==> src/rtl/nextpc_pkg.sv <==
package nextpc_pkg;

  localparam int SREG_W = 8;
  localparam int CYC_W  = 3;
  localparam int BIT_V  = 3;
  localparam int BIT_N  = 2;

  typedef enum logic [3:0] {
    CC_SEQ   = 4'd0,
    CC_RJMP  = 4'd1,
    CC_RCALL = 4'd2,
    CC_IJMP  = 4'd3,
    CC_ICALL = 4'd4,
    CC_BRSET = 4'd5,
    CC_BRCLR = 4'd6,
    CC_BRGE  = 4'd7,
    CC_BRLT  = 4'd8,
    CC_SKIP  = 4'd9,
    CC_RET   = 4'd10,
    CC_RETI  = 4'd11
  } ctrlClassE;

  typedef enum logic [2:0] {
    SRC_INC1  = 3'd0,
    SRC_INC2  = 3'd1,
    SRC_INC3  = 3'd2,
    SRC_JREL  = 3'd3,
    SRC_BREL  = 3'd4,
    SRC_PTR   = 3'd5,
    SRC_STACK = 3'd6
  } srcSelE;

  typedef struct packed {
    srcSelE             srcSel;
    logic [CYC_W-1:0]   cycles;
    logic               setI;
  } ctrlStrobesT;

endpackage

==> src/rtl/nextpc_ctrl.sv <==
module nextpc_ctrl
  import nextpc_pkg::*;
(
  input  logic [3:0]                   ctrlClass,
  input  logic [SREG_W-1:0]            statusReg,
  input  logic [$clog2(SREG_W)-1:0]    bitSel,
  input  logic                         cmpHit,
  input  logic                         nextIsWide,
  output ctrlStrobesT                  strobes
);

  ctrlClassE cls;
  logic      isBranch;
  logic      brTaken;
  logic      signedLess;

  assign cls        = ctrlClassE'(ctrlClass);
  assign signedLess = statusReg[BIT_N] ^ statusReg[BIT_V];

  // branch condition evaluation
  always_comb begin
    isBranch = 1'b1;
    brTaken  = 1'b0;
    case (cls)
      CC_BRSET: brTaken = statusReg[bitSel];
      CC_BRCLR: brTaken = ~statusReg[bitSel];
      CC_BRGE:  brTaken = ~signedLess;
      CC_BRLT:  brTaken = signedLess;
      default:  isBranch = 1'b0;
    endcase
  end

  // strobe generation
  always_comb begin
    strobes.srcSel = SRC_INC1;
    strobes.cycles = CYC_W'(1);
    strobes.setI   = 1'b0;
    if (isBranch) begin
      if (brTaken) begin
        strobes.srcSel = SRC_BREL;
        strobes.cycles = CYC_W'(2);
      end
    end else begin
      case (cls)
        CC_RJMP: begin
          strobes.srcSel = SRC_JREL;
          strobes.cycles = CYC_W'(2);
        end
        CC_RCALL: begin
          strobes.srcSel = SRC_JREL;
          strobes.cycles = CYC_W'(3);
        end
        CC_IJMP: begin
          strobes.srcSel = SRC_PTR;
          strobes.cycles = CYC_W'(2);
        end
        CC_ICALL: begin
          strobes.srcSel = SRC_PTR;
          strobes.cycles = CYC_W'(3);
        end
        CC_SKIP: begin
          if (cmpHit) begin
            strobes.srcSel = nextIsWide ? SRC_INC3 : SRC_INC2;
            strobes.cycles = nextIsWide ? CYC_W'(3) : CYC_W'(2);
          end
        end
        CC_RET: begin
          strobes.srcSel = SRC_STACK;
          strobes.cycles = CYC_W'(4);
        end
        CC_RETI: begin
          strobes.srcSel = SRC_STACK;
          strobes.cycles = CYC_W'(4);
          strobes.setI   = 1'b1;
        end
        default: ;
      endcase
    end
  end

endmodule

==> src/rtl/nextpc_dp.sv <==
module nextpc_dp
  import nextpc_pkg::*;
#(
  parameter int PC_W   = 16,
  parameter int JOFF_W = 12,
  parameter int BOFF_W = 7
)(
  input  logic               clk,
  input  logic               rstN,
  input  logic               issue,
  input  ctrlStrobesT        strobes,
  input  logic [PC_W-1:0]    curPc,
  input  logic [JOFF_W-1:0]  offsetRaw,
  input  logic [PC_W-1:0]    zPtr,
  input  logic [PC_W-1:0]    stackPc,
  output logic [PC_W-1:0]    nextPc,
  output logic [CYC_W-1:0]   cycleCount,
  output logic               setIntFlag,
  output logic               outValid
);

  localparam int NUM_INC = 3;

  logic [PC_W-1:0] jmpExt;
  logic [PC_W-1:0] brExt;
  logic [PC_W-1:0] incCand [NUM_INC];
  logic [PC_W-1:0] jrelCand;
  logic [PC_W-1:0] brelCand;
  logic [PC_W-1:0] chosen;

  assign jmpExt = {{(PC_W-JOFF_W){offsetRaw[JOFF_W-1]}}, offsetRaw};
  assign brExt  = {{(PC_W-BOFF_W){offsetRaw[BOFF_W-1]}}, offsetRaw[BOFF_W-1:0]};

  // fixed forward steps of one, two and three words
  for (genvar s = 0; s < NUM_INC; s++) begin : g_inc
    assign incCand[s] = curPc + PC_W'(s + 1);
  end

  assign jrelCand = incCand[0] + jmpExt;
  assign brelCand = incCand[0] + brExt;

  always_comb begin
    case (strobes.srcSel)
      SRC_INC2:  chosen = incCand[1];
      SRC_INC3:  chosen = incCand[2];
      SRC_JREL:  chosen = jrelCand;
      SRC_BREL:  chosen = brelCand;
      SRC_PTR:   chosen = zPtr;
      SRC_STACK: chosen = stackPc;
      default:   chosen = incCand[0];
    endcase
  end

  always_ff @(posedge clk) begin
    if (!rstN) begin
      nextPc     <= '0;
      cycleCount <= '0;
      setIntFlag <= 1'b0;
      outValid   <= 1'b0;
    end else if (issue) begin
      nextPc     <= chosen;
      cycleCount <= strobes.cycles;
      setIntFlag <= strobes.setI;
      outValid   <= 1'b1;
    end else begin
      outValid   <= 1'b0;
    end
  end

endmodule

==> src/rtl/nextpc_unit.sv <==
module nextpc_unit
  import nextpc_pkg::*;
#(
  parameter int PC_W   = 16,
  parameter int JOFF_W = 12,
  parameter int BOFF_W = 7
)(
  input  logic               clk,
  input  logic               rstN,
  input  logic               issue,
  input  logic [3:0]         ctrlClass,
  input  logic [PC_W-1:0]    curPc,
  input  logic [JOFF_W-1:0]  offsetRaw,
  input  logic [7:0]         statusReg,
  input  logic [2:0]         bitSel,
  input  logic               cmpHit,
  input  logic               nextIsWide,
  input  logic [PC_W-1:0]    zPtr,
  input  logic [PC_W-1:0]    stackPc,
  output logic [PC_W-1:0]    nextPc,
  output logic [2:0]         cycleCount,
  output logic               setIntFlag,
  output logic               outValid
);

  ctrlStrobesT strobes;

  nextpc_ctrl u_ctrl (
    .ctrlClass  (ctrlClass),
    .statusReg  (statusReg),
    .bitSel     (bitSel),
    .cmpHit     (cmpHit),
    .nextIsWide (nextIsWide),
    .strobes    (strobes)
  );

  nextpc_dp #(
    .PC_W   (PC_W),
    .JOFF_W (JOFF_W),
    .BOFF_W (BOFF_W)
  ) u_dp (
    .clk        (clk),
    .rstN       (rstN),
    .issue      (issue),
    .strobes    (strobes),
    .curPc      (curPc),
    .offsetRaw  (offsetRaw),
    .zPtr       (zPtr),
    .stackPc    (stackPc),
    .nextPc     (nextPc),
    .cycleCount (cycleCount),
    .setIntFlag (setIntFlag),
    .outValid   (outValid)
  );

endmodule

==> config.mk <==
export PLATFORM = sky130hd
export DESIGN_NAME = nextpc_unit
export DESIGN_NICKNAME = d
export VERILOG_FILES = /design/src/rtl/nextpc_pkg.sv /design/src/rtl/nextpc_ctrl.sv /design/src/rtl/nextpc_dp.sv /design/src/rtl/nextpc_unit.sv
export SDC_FILE = /design/constraint.sdc
export NUM_CORES = 1
export LEC_CHECK = 0
export CORE_ASPECT_RATIO = 0.8
export CORE_MARGIN = 2
export CORE_UTILIZATION = 45
export DETAILED_ROUTE_END_ITERATION = 10
export PLACE_DENSITY = 0.77
export SYNTH_ARGS = -nofsm -noshare
export SYNTH_HDL_FRONTEND = slang
export SYNTH_HIERARCHICAL = 1
export SYNTH_SLANG_ARGS = --single-unit
==> constraint.sdc <==
create_clock -name clk -period 6.2 [get_ports clk]
set_input_delay 0.62 -clock clk [delete_from_list [all_inputs] [get_ports clk]]
set_output_delay 0.62 -clock clk [all_outputs]
set_load 0.01 [all_outputs]
==> metrics.txt, run 1 <==
status finished, final reports clean; MaxCap Viol Count 0; Req. time, crit path 6.34 ns; hold crit path type reg2reg; Hold WS 0.4527 ns; register bit count reported by yosys 21; CP Class in2reg; maximum root-to-sink buffer count 2; nets 660; VDD IR max 0.1127 mV; fin crit share 76.24%; DIE AREA 8331 µm²; pwr dens 152.6 nW/µm²; Final Slew Violations 0; Synth top area share 12.27%; total power 0.6806 mW; Yosys warnings 6; Starting Density 46.34%; RSZ-0062 raised after global routing no; ys async rst share 0%; Post-CTS Setup Bufs 0; ANT nets after route 0; Slew HR 31.11%; die span in x 101.6 µm; row count 28; Reg2Reg Setup Slack 5.05 ns; number of port buffers 100; final setup fails 0; top cells by area, synth dfxtp_1 12%, ha_1 7.3%, o21ai_0 6.7%, a21oi_1 6.3%, xnor2_1 5.9%; final hold vios 0; wire per inst 18.44 µm; Pre-antenna DRT Iters 5; io pins 101; layout cells sized above 1 4.659%; # resized after CTS 0; crit path DAT 4.87 ns; initial detailed-routing violation count 403; crit start category input pin; r2r endpoint u_dp/nextPc[14]; post-cts hold buffer count 0; Worst Tran Pin Value 1.031 ns; Syn Area/Cell 7.093 µm²; Synthesized Nets 584; ys flop type dfxtp_1; number of flops mapped to enable cells by yosys 0; CTS Buf Count 3; dominant cell type by area after synthesis dfxtp_1; Critical R2R Launch u_dp/nextPc[14]; core area 7392 µm²; initial antenna violation count 0; CP Max Fanout 5; final setup TNS 0 ns; pre-CTS WS 1.281 ns; antenna cells 0; total gr overflow 0; Worst setup EP type flop; count of different cell masters after synthesis 71; Cells after Synth 483; CTS tree yes; hold depth 2; die height 82.04 µm; Via density 6.137; H-tree levels 1; final worst setup slack 1.473 ns; minimum clock period 4.727 ns; largest net degree at the start of global routing 40; HPWL after detailed placement 9.828 mm; Max Freq 211.5 MHz; gr usage total 29.22%; Remaining DRCs 0; vias in the first global route 3794; min-delay src u_dp/nextPc[8]; Clock Sinks 21; Clock Latency Late Sink 0.26 ns; global placement routability congestion 1.008; post-route insts no fill 663; Routed WL 12.23 mm; Final Skew 0 ns; synth-to-layout area growth 30.17%; post-synthesis cell area 3426 µm²; first-pass GRT wire length 19.04 mm; LEAKAGE 1.693 nW; number of cells on the worst reg-to-reg path 4; Vias 4069; Hold EP u_dp/nextPc[8]; register area share after synthesis 12.27%; CTS clk-pin slew, worst paths 0.09 ns; Inst Count DP 659; Root Driver clkbuf_8
through the flow:
| stage | util, % | instance area, µm² |
|---|---|---|
| final | 60.32 | 4459 |
| after global routing | 60.32 | 4459 |
| after CTS | 60.32 | 4459 |
| after detailed placement | 59.70 | 4413 |
| after global placement | 59.70 | 4413 |
| after floorplan | - | 3426 |
critical path, stage by stage:
cell	delay [ns]
clkdlybuf4s50_1	0.50
mux4_1	0.55
mux2_4	0.30
mux2i_1	0.12
a211o_1	0.36
nor3b_2	0.20
and2_1	0.26
a21o_1	0.18
ha_1	0.34
a21oi_1	0.18
a21boi_0	0.45
mux2i_1	0.15
o311ai_1	0.52
a21oi_1	0.13
worst max-delay path by stage:
stage / start / to / slack [ns]
global route: bitSel[0] / u_dp/nextPc[8] / 1.27
detailed placement: bitSel[0] / u_dp/nextPc[14] / 1.28
finish: bitSel[0] / u_dp/nextPc[8] / 1.47
floorplan: bitSel[0] / u_dp/nextPc[14] / 2.16
CTS: bitSel[0] / u_dp/nextPc[14] / 1.57
global placement: bitSel[0] / u_dp/nextPc[14] / 1.40
cell usage after synthesis (3+ instances only):
library cell and number:
o21ai_0 46, a32oi_1 3, o211ai_1 5, nand3_1 15, xnor2_1 23, a211oi_1 7
dfxtp_1 21, nor3_1 16, nand2_1 46, nor2b_1 3, nor4_1 7, buf_4 8
a221oi_1 3, a21oi_1 43, a31oi_1 7, buf_1 3, o221ai_1 4, nand4_1 4
buf_2 10, nand2b_1 10, mux2i_1 15, o21bai_1 3, inv_1 9, o22ai_1 4
o21a_1 3, xor2_1 14, nor2_1 45, a22oi_1 7, and2_1 3, clkbuf_1 10
a21o_1 16, ha_1 20
registers in the layout, summed over array words and instances (netlist names):
name and count:
u_dp/cycleCount 3, u_dp/nextPc 16, u_dp/outValid 1, u_dp/setIntFlag 1
area by class of cell:
cell class              count  area, µm²
fillers                   709       2933
multi-input cells         417       2785
repair buffers            104       1031
flip-flops and latches     21      420.4
well taps                 105      131.4
inverters                  12      45.04
clock buffers               3      41.29
clock inverters             1      5.005
logic make-up (layout without fill, tap and decap cells):
logic type	count (synthesis)	after routing	synth area share, %
muxes	20	20	7.669
and+or+nand+nor	173	173	25.79
buffers and inverters	45	120	6.684
adders and majority gates	21	21	7.889
xor gates and xnor gates	37	37	9.459
AOI/OAI and AO/OA	166	166	30.24
DFF	21	21	12.27
placed cells by master, fill, tap and decap left out, drive strengths merged, types with 5 or more instances in the layout:
cell	Yosys	layout
clkdlybuf4s50	0	100
o21ai	48	48
nand2	47	47
nor2	45	45
a21oi	43	43
xnor2	23	23
dfxtp	21	21
ha	20	20
a21o	16	16
nor3	16	16
mux2i	15	15
nand3	15	15
xor2	14	14
inv	11	11
nand2b	10	10
nor4	8	8
a31oi	7	7
a211oi	7	7
a22oi	7	7
nand4	7	7
o211ai	5	5
power breakdown:
| group | leakage [nW] | switching, mW | total, mW | internal, mW |
|---|---|---|---|---|
| logic | 1.49 | 0.230 | 0.421 | 0.191 |
| clock network | 0.0255 | 0.0578 | 0.103 | 0.0451 |
| registers | 0.173 | 0.00745 | 0.156 | 0.149 |
metal layers:
layer	global-route usage, %	wire [µm]	up-vias
met2	45.07	5199	228
met5	0	0	-
met1	41.15	5537	1895
met3	7.660	1409	6
met4	5.405	78	0
li1	-	-	1940
(Power assumes the default switching activity.)
==> inputs of run 2 (changes only) <==
--- a/config.mk
+++ b/config.mk
@@ -7,9 +7,9 @@
 export LEC_CHECK = 0
 export CORE_ASPECT_RATIO = 0.8
 export CORE_MARGIN = 2
-export CORE_UTILIZATION = 45
+export CORE_UTILIZATION = 44
 export DETAILED_ROUTE_END_ITERATION = 10
-export PLACE_DENSITY = 0.77
+export PLACE_DENSITY = 0.78
 export SYNTH_ARGS = -nofsm -noshare
 export SYNTH_HDL_FRONTEND = slang
 export SYNTH_HIERARCHICAL = 1
==> constraint.sdc (replaced) <==
create_clock -name clk -period 4.3 [get_ports clk]
set_input_delay 0.43 -clock clk [delete_from_list [all_inputs] [get_ports clk]]
set_output_delay 0.43 -clock clk [all_outputs]
set_load 0.01 [all_outputs]
==> metrics.txt, run 2 (synthesis gave the netlist of run 1 again) <==
synth-to-layout area growth 40.69%; Max Freq 238.1 MHz; fin crit share 97.66%; Vias 4305 (+5.8%); pwr dens 219.8 nW/µm² (+44%); number of flip-flops in the largest register 16 (unchanged); crit path launch bitSel[0]; number of port buffers 100 (unchanged); minimum clock period 4.200 ns; crit path DAT 4.42 ns (-0.45 ns); Remaining DRCs 0 (unchanged); CP Max Fanout 5 (unchanged); Inst Count DP 702 (+6.5%); DIE AREA 8512 µm² (+2.2%); CTS tree yes; final setup fails 0 (unchanged); maximum root-to-sink buffer count 2 (unchanged); CTS clk-pin slew, worst paths 0.10 ns (about the same); min-delay src u_dp/nextPc[8]; Final Cell Area 4820 µm² (+8.1%); HPWL after detailed placement 10.74 mm (+9.3%); die height 82.92 µm (+1.1%); # fillers 706 (-0.42%); Via density 6.098 (-0.64%); wire per inst 18.71 µm (+1.5%); cell area after placement 4736 µm² (+7.3%); total gr overflow 0 (unchanged); row count 28 (unchanged); post-route insts no fill 706 (+6.5%); core area 7462 µm² (+0.95%); Largest regs u_dp/nextPc: 16 flops, u_dp/cycleCount: 3 flops; MaxCap Viol Count 0 (unchanged); LEAKAGE 1.911 nW (+13%); layout cells sized above 1 12.15% (+7.5 points); Req. time, crit path 4.52 ns (-1.82 ns); CTS Buf Count 3 (unchanged); ANT nets after route 0 (unchanged); nets 703 (+6.5%); status finished, final reports clean; global placement routability congestion 1.032 (+2.3%); Most flops, register u_dp/nextPc; Clock Latency Late Sink 0.26 ns (about the same); final setup TNS 0 ns (unchanged); Final Skew 0 ns (unchanged); final hold vios 0 (unchanged); Clock Sinks 21 (unchanged); hold crit path type reg2reg; most common cell after layout, fill and taps aside clkdlybuf4s50_1; Routed WL 13.21 mm (+8.0%); total power 1.059 mW (+56%); vias in the first global route 3857 (+1.7%); Worst Tran Pin Value 0.9828 ns (-0.04843 ns); first-pass GRT wire length 20.34 mm (+6.8%); H-tree levels 1 (unchanged); Slew HR 34.24% (+3.1 points); Starting Density 45.91% (-0.44 points); Pre-antenna DRT Iters 6 (+1); crit start category input pin; largest net degree at the start of global routing 39 (-2.5%); Final Slew Violations 0 (unchanged); Reg2Reg Setup Slack 3.08 ns (-1.97 ns); Worst setup EP type flop; die span in x 102.7 µm (+1.1%); Critical R2R Launch u_dp/nextPc[14]; Root Driver clkbuf_8; initial detailed-routing violation count 544 (+35%); gr usage total 30.47% (+1.2 points); VDD IR max 0.1475 mV (+31%); most frequent cells in the layout 99 x clkdlybuf4s50_1, 46 x nand2_1, 46 x buf_4; CP Class in2reg; antenna cells 0 (unchanged); Hold WS 0.4557 ns (+0.002989 ns); initial antenna violation count 0 (unchanged); post-cts hold buffer count 0 (unchanged); io pins 101 (unchanged)
run 2: cell count changes in the layout (fill, tap and decap cells not counted), sizes merged:
cell | previous run | this run
dlymetal6s2s | 0 | 1
buf | 4 | 47
clkdlybuf4s50 | 100 | 99
run 2: what timing repair did:
item	4_1_cts	5_1_grt
setup endpoints to repair	0	6
gates resized for setup	0	9
setup buffers	0	0
run 2: area by class of cell:
class | instances | area, µm² | share of cell area [%]
multi-input cells | 417 | 2816 | 58.44
repair buffers | 147 | 1360 | 28.22
flip-flops and latches | 21 | 420.4 | 8.723
well taps | 105 | 131.4 | 2.726
inverters | 12 | 45.04 | 0.9346
clock buffers | 3 | 41.29 | 0.8567
clock inverters | 1 | 5.005 | 0.1038
run 2: final timing paths:
check,depth (start not counted),to
worst min register to register,2,u_dp/nextPc[8]
worst min-delay path,2,u_dp/nextPc[8]
worst max register to register,4,u_dp/nextPc[14]
worst max-delay path,15,u_dp/nextPc[14]
run 2: power by group:
group | switching, mW | internal, mW | total (mW)
sequential | 0.0125 | 0.215 | 0.227
clock | 0.0800 | 0.0649 | 0.145
combinational | 0.356 | 0.331 | 0.687
run 2: critical path: stages:
cell             delay (ns)
clkdlybuf4s50_1        0.50
mux4_1                 0.55
mux2_4                 0.30
mux2i_1                0.12
a211o_1                0.30
nor3b_2                0.19
and2_4                 0.20
a21o_1                 0.15
ha_1                   0.34
nand2_1                0.11
and2b_1                0.20
a2111o_1               0.43
nand3_1                0.09
or3b_1                 0.37
a21oi_2                0.14
run 2: per-layer routing:
| layer | vias to the layer above | part of all wire (%) | global-route usage (%) |
|---|---|---|---|
| met3 | 17 | 10 | 4.461 |
| met4 | 0 | 1.2 | 3.758 |
| met5 | - | 0 | 0 |
| met2 | 244 | 42 | 45.51 |
| met1 | 2025 | 46 | 46.97 |
| li1 | 2019 | - | - |
run 2: stage by stage:
| stage | util [%] | setup slack (ns) |
|---|---|---|
| 2_1_floorplan | - | 0.4485 |
| 3_3_place_gp | 63.46 | -0.2253 |
| 3_5_place_dp | 63.46 | -0.2774 |
| 4_1_cts | 64.08 | 0.005159 |
| 5_1_grt | 64.59 | -0.003011 |
| 6_report | 64.59 | 0.1004 |
